### config.mk
export PLATFORM = sky130hd
export DESIGN_NAME = fence_store_buffer
export DESIGN_NICKNAME = d
export VERILOG_FILES = /design/src/rtl/fence_store_buffer.sv
export SDC_FILE = /design/constraint.sdc
export NUM_CORES = 1
export LEC_CHECK = 0
export BUFFER_PORTS_ARGS = -buffer_cell sky130_fd_sc_hd__buf_2
export CAP_MARGIN = 20
export CORE_UTILIZATION = 60
export DETAILED_ROUTE_END_ITERATION = 10
export GPL_ROUTABILITY_DRIVEN = 0
export PLACE_DENSITY = 0.77
export SYNTH_ARGS = -nofsm -noshare
export SYNTH_HDL_FRONTEND = slang
export SYNTH_SLANG_ARGS = --single-unit
### constraint.sdc
create_clock -name clk -period 86.9 [get_ports clk]
set_input_delay 17.38 -clock clk [delete_from_list [all_inputs] [get_ports clk]]
set_output_delay 17.38 -clock clk [all_outputs]
set_load 0.1 [all_outputs]
### src/rtl/fence_store_buffer.sv
module fence_store_buffer #(
  parameter int AW    = 16,
  parameter int DW    = 32,
  parameter int DEPTH = 8
) (
  input  logic          clk,
  input  logic          rst_n,
  input  logic          st_valid,
  output logic          st_ready,
  input  logic [1:0]    st_kind,
  input  logic [AW-1:0] st_addr,
  input  logic [DW-1:0] st_data,
  output logic          wr_valid,
  input  logic          wr_ready,
  output logic [AW-1:0] wr_addr,
  output logic [DW-1:0] wr_data,
  output logic          load_ok,
  output logic          empty
);
  localparam int PW = $clog2(DEPTH);
  localparam int CW = PW + 1;
  localparam logic [1:0] K_PLAIN = 2'd0, K_NT = 2'd1, K_SF = 2'd2, K_FULL = 2'd3;

  logic [DEPTH-1:0] vld;
  logic [1:0]       knd [DEPTH];
  logic [AW-1:0]    adr [DEPTH];
  logic [DW-1:0]    dat [DEPTH];

  logic [PW-1:0] head, tail, lock_idx;
  logic [CW-1:0] cnt;
  logic          fpend, lock;

  logic          found, have, stop;
  logic [PW-1:0] oldest, best, sel, p;

  always_comb begin
    found  = 1'b0;
    oldest = head;
    have   = 1'b0;
    best   = head;
    stop   = 1'b0;
    for (int i = 0; i < DEPTH; i++) begin
      p = head + PW'(i);
      if (!found && vld[p]) begin
        found  = 1'b1;
        oldest = p;
      end
      if (!stop && vld[p]) begin
        if (knd[p] != K_NT) stop = 1'b1;
        else if (!have || adr[p] < adr[best]) begin
          have = 1'b1;
          best = p;
        end
      end
    end
  end

  assign sel      = lock ? lock_idx : (have ? best : oldest);
  assign wr_valid = lock | (found && knd[oldest] != K_SF);
  assign wr_addr  = adr[sel];
  assign wr_data  = dat[sel];

  logic take, mk_ret, acc, enq, head_adv;
  assign take     = wr_valid && wr_ready;
  assign mk_ret   = !lock && found && knd[oldest] == K_SF;
  assign st_ready = (cnt != CW'(DEPTH)) && !fpend;
  assign acc      = st_valid && st_ready;
  assign enq      = acc && st_kind != K_FULL;
  assign head_adv = (cnt != '0) &&
                    (!vld[head] || (take && sel == head) || (mk_ret && oldest == head));
  assign empty    = ~|vld;
  assign load_ok  = !fpend;

  always_ff @(posedge clk) begin
    if (!rst_n) begin
      vld      <= '0;
      head     <= '0;
      tail     <= '0;
      cnt      <= '0;
      fpend    <= 1'b0;
      lock     <= 1'b0;
      lock_idx <= '0;
    end else begin
      if (enq) begin
        vld[tail] <= 1'b1;
        tail      <= tail + 1'b1;
      end
      if (take)   vld[sel]    <= 1'b0;
      if (mk_ret) vld[oldest] <= 1'b0;
      if (head_adv) head <= head + 1'b1;
      cnt <= cnt + CW'(enq) - CW'(head_adv);
      if (acc && st_kind == K_FULL) fpend <= 1'b1;
      else if (fpend && empty)      fpend <= 1'b0;
      lock     <= wr_valid && !wr_ready;
      lock_idx <= sel;
    end
  end

  always_ff @(posedge clk) begin
    if (enq) begin
      knd[tail] <= st_kind;
      adr[tail] <= st_addr;
      dat[tail] <= st_data;
    end
  end
endmodule

==> impl_results.md <==
- Worst slew pin tran: 1.18 ns
- CTS tree: done
- Port Buffers: around 110
- Main synth FF type: edfxtp_1
- RSZ-0062 raised after global routing: no
- Hold-fix buffers, CTS: 0
- Max FO, Critical Path: 131
- RR Startpoint: head[0]$_SDFFE_PN0P_
- CP top delay family: compound AO/OA/AOI/OAI gates
- Final worst clock skew: about 0.023 ns
- Initial antenna violation count: 4
- Fin nets: 3223
- Number of flops mapped to enable cells by yosys: 400
- R2R depth: 112
- Fillers: between 4000 and 5000
- CP Launch Point: head[0]$_SDFFE_PN0P_
- HPWL after DPL: 65300 um
- Most common cell in the netlist: nand2_1
- Antenna diodes: 0
- Slew margin rel.: 0.212
- Hold Vio Cnt, Final: 0
- Largest net degree at the start of global routing: 132
- Hold Crit Start: fpend$_SDFFE_PN0P_
- Worst setup SP type: register
- # clock sinks: 426
- GR Overflow Total: 0
- Slew Viols, Final: 0
- Core area: 55400 um2
- Commonest cells post-synth: nand2_1, edfxtp_1, mux2i_1, clkbuf_1, mux4_2
- Worst setup path class: register to output port
- Worst skew pair latency: 0.59 ns
- Routed wire per std cell: 27.0 um
- H-tree Lvls: 2
- TritonRoute pass-1 iters: 7
- Final antenna-violating net count: 0
- Initial drt markers: about 4200
- Starting Density: 0.611
- Yosys reg bits: 426
- DIE HEIGHT: 240 um
- Reg area: about 13000 um2
- CTS resizes: 0
- CP arrival: 34.15 ns
- Setup violations, final: 0
- Routed wire length: ~100000 um
- First-pass GRT wire length: 158000 um
- Cell accounting for the most synthesized area: edfxtp_1
- Top-area cell type share of the netlist area: 0.355
- Register clock-pin slew on the reported worst setup and hold paths: around 0.060 ns
- DIE WIDTH: 240 um
- Status: finished clean
- Avg Inst Size Synth: ~11 um2
- Layout cells sized above 1: 0.181
- Tcrit/Tclk final: 0.593
- Core Rows: 86
- Setup TNS: 0 ns
- WHS Path Cells: 2
- Synth area leaders: edfxtp_1, mux4_2, mux2i_1
- Max Cap Viol: 0
- Die area: around 57000 um2
- Max Fclk: a little under 0.02 GHz
- Cell Area, Synth: 33900 um2
- Mapped Nets: 3370
- Minimum clock period: roughly 50 ns
- Post-route DRC: 0
- Ports: 106
- Most used cell, CP: a21oi_1
- CP max-delay cell: nor4_1
- R2R Path End: cnt[3]$_SDFF_PN0_
- Yosys warns: 0
- Crit path largest cell delay: 0.88 ns
- Post-synthesis sequential area ratio: 0.370
- Routed vias: 28300
- Post-synth ARST share: 0
- Critical path capture point type: output port
- Vias in the first global route: 27100
- Footprint of the multi-input gates: between 20000 and 25000 um2
- P&R area growth vs syn: 6.48%
- Critical Path RT: 69.52 ns
- Total track usage: 0.358
- Root Buffer: clkbuf_16
- Setup bufs post-CTS: 0
- Critical path buffers and inverters: 13
- Vias per cell: 7.39
- R2R Setup Slk: between 50 and 60 ns
- Synth cell types: 101
- Worst Hold Path EP: fpend$_SDFFE_PN0P_
- Max Root-Sink Buffers: 3
- Hold Path Class: register to register
- Num CTS Buffers: 42
- Synth Instances: 3202
==> worst max path at each step <==
stage / to / slack [ns] / cells after the start
after floorplan: wr_data[12] / 39.89 / 117
after global placement: wr_addr[13] / 37.66 / 103
after detailed placement: wr_addr[7] / 36.62 / 102
after CTS: wr_addr[7] / 35.87 / 103
after global routing: wr_addr[13] / 33.60 / 109
final: wr_addr[13] / 35.37 / 109
==> registers in the layout, indices dropped and copies added, names as in the netlist, named ones only <==
signal / flops
dat: 256
adr: 128
knd: 16
vld: 8
cnt: 4
head: 3
lock_idx: 3
tail: 3
fpend: 1
lock: 1
==> stage by stage <==
stage	cells	cell area [um2]	hold slack (ns)	utilization	worst slack [ns]
final	3835	36100	0.484	0.651	35.37
after global placement	3755	34700	0.465	0.626	37.66
after detailed placement	3755	34700	0.480	0.626	36.62
after floorplan	3202	33900	0.449	-	39.89
after CTS	3831	36000	0.488	0.649	35.87
after global routing	3835	36100	0.500	0.651	33.60
==> layer usage <==
metal  GRT usage  part of all wire  vias up
met5           0           0.00062        -
met4       0.175             0.053        8
met3      0.0690              0.13      498
met2       0.559              0.45     2272
met1       0.479              0.37    13500
li1            -                 -    12000
==> tightest hold or removal path: cells and delay by family (launching register included) <==
kind            cells  cell delay [ns]
flops               1             0.32
simple gates        1             0.06
compound gates      1             0.05
==> cell usage in the layout (no fill, tap or decap), types with 9 or more instances in the layout <==
| cell type | count |
|---|---|
| a211oi_1 | 103 |
| a21o_1 | 25 |
| a21oi_1 | 147 |
| a221oi_1 | 50 |
| a221oi_2 | 9 |
| a22o_1 | 48 |
| a311oi_1 | 32 |
| a31oi_1 | 39 |
| and3_1 | 33 |
| buf_2 | 105 |
| buf_4 | 51 |
| clkbuf_1 | 11 |
| clkbuf_16 | 42 |
| clkinv_1 | 9 |
| clkinv_2 | 9 |
| dfxtp_1 | 21 |
| edfxtp_1 | 400 |
| ha_1 | 112 |
| inv_1 | 30 |
| mux2_2 | 29 |
| mux2i_1 | 368 |
| mux4_2 | 222 |
| nand2_1 | 590 |
| nand2b_1 | 32 |
| nand3_1 | 86 |
| nand4_1 | 20 |
| nor2_1 | 56 |
| nor2_4 | 11 |
| nor2b_1 | 82 |
| nor3_1 | 20 |
| o21ai_0 | 60 |
| o22ai_1 | 9 |
| o31ai_1 | 12 |
| or3_1 | 10 |
| xnor2_1 | 9 |
==> area by class of cell <==
type	count	area share
Tap cell	748	0.0259
Inverter	32	0.00333
Timing Repair Buffer	162	0.0287
Clock buffer	53	0.0303
Sequential cell	426	0.348
Clock inverter	23	0.00593
Multi-Input combinational cell	2391	0.558
==> cell families after synthesis <==
| logic type | synth area share |
|---|---|
| DFF | 0.370 |
| buffers and inverters | 0.0450 |
| adders and majority gates | 0.0423 |
| xor gates and xnor gates | 0.00440 |
| and+or+nand+nor | 0.132 |
| muxes | 0.270 |
| AOI/OAI and AO/OA | 0.137 |
Power is not shown: default switching activity piles up to over one toggle a cycle in this logic, so the estimate is an artifact.
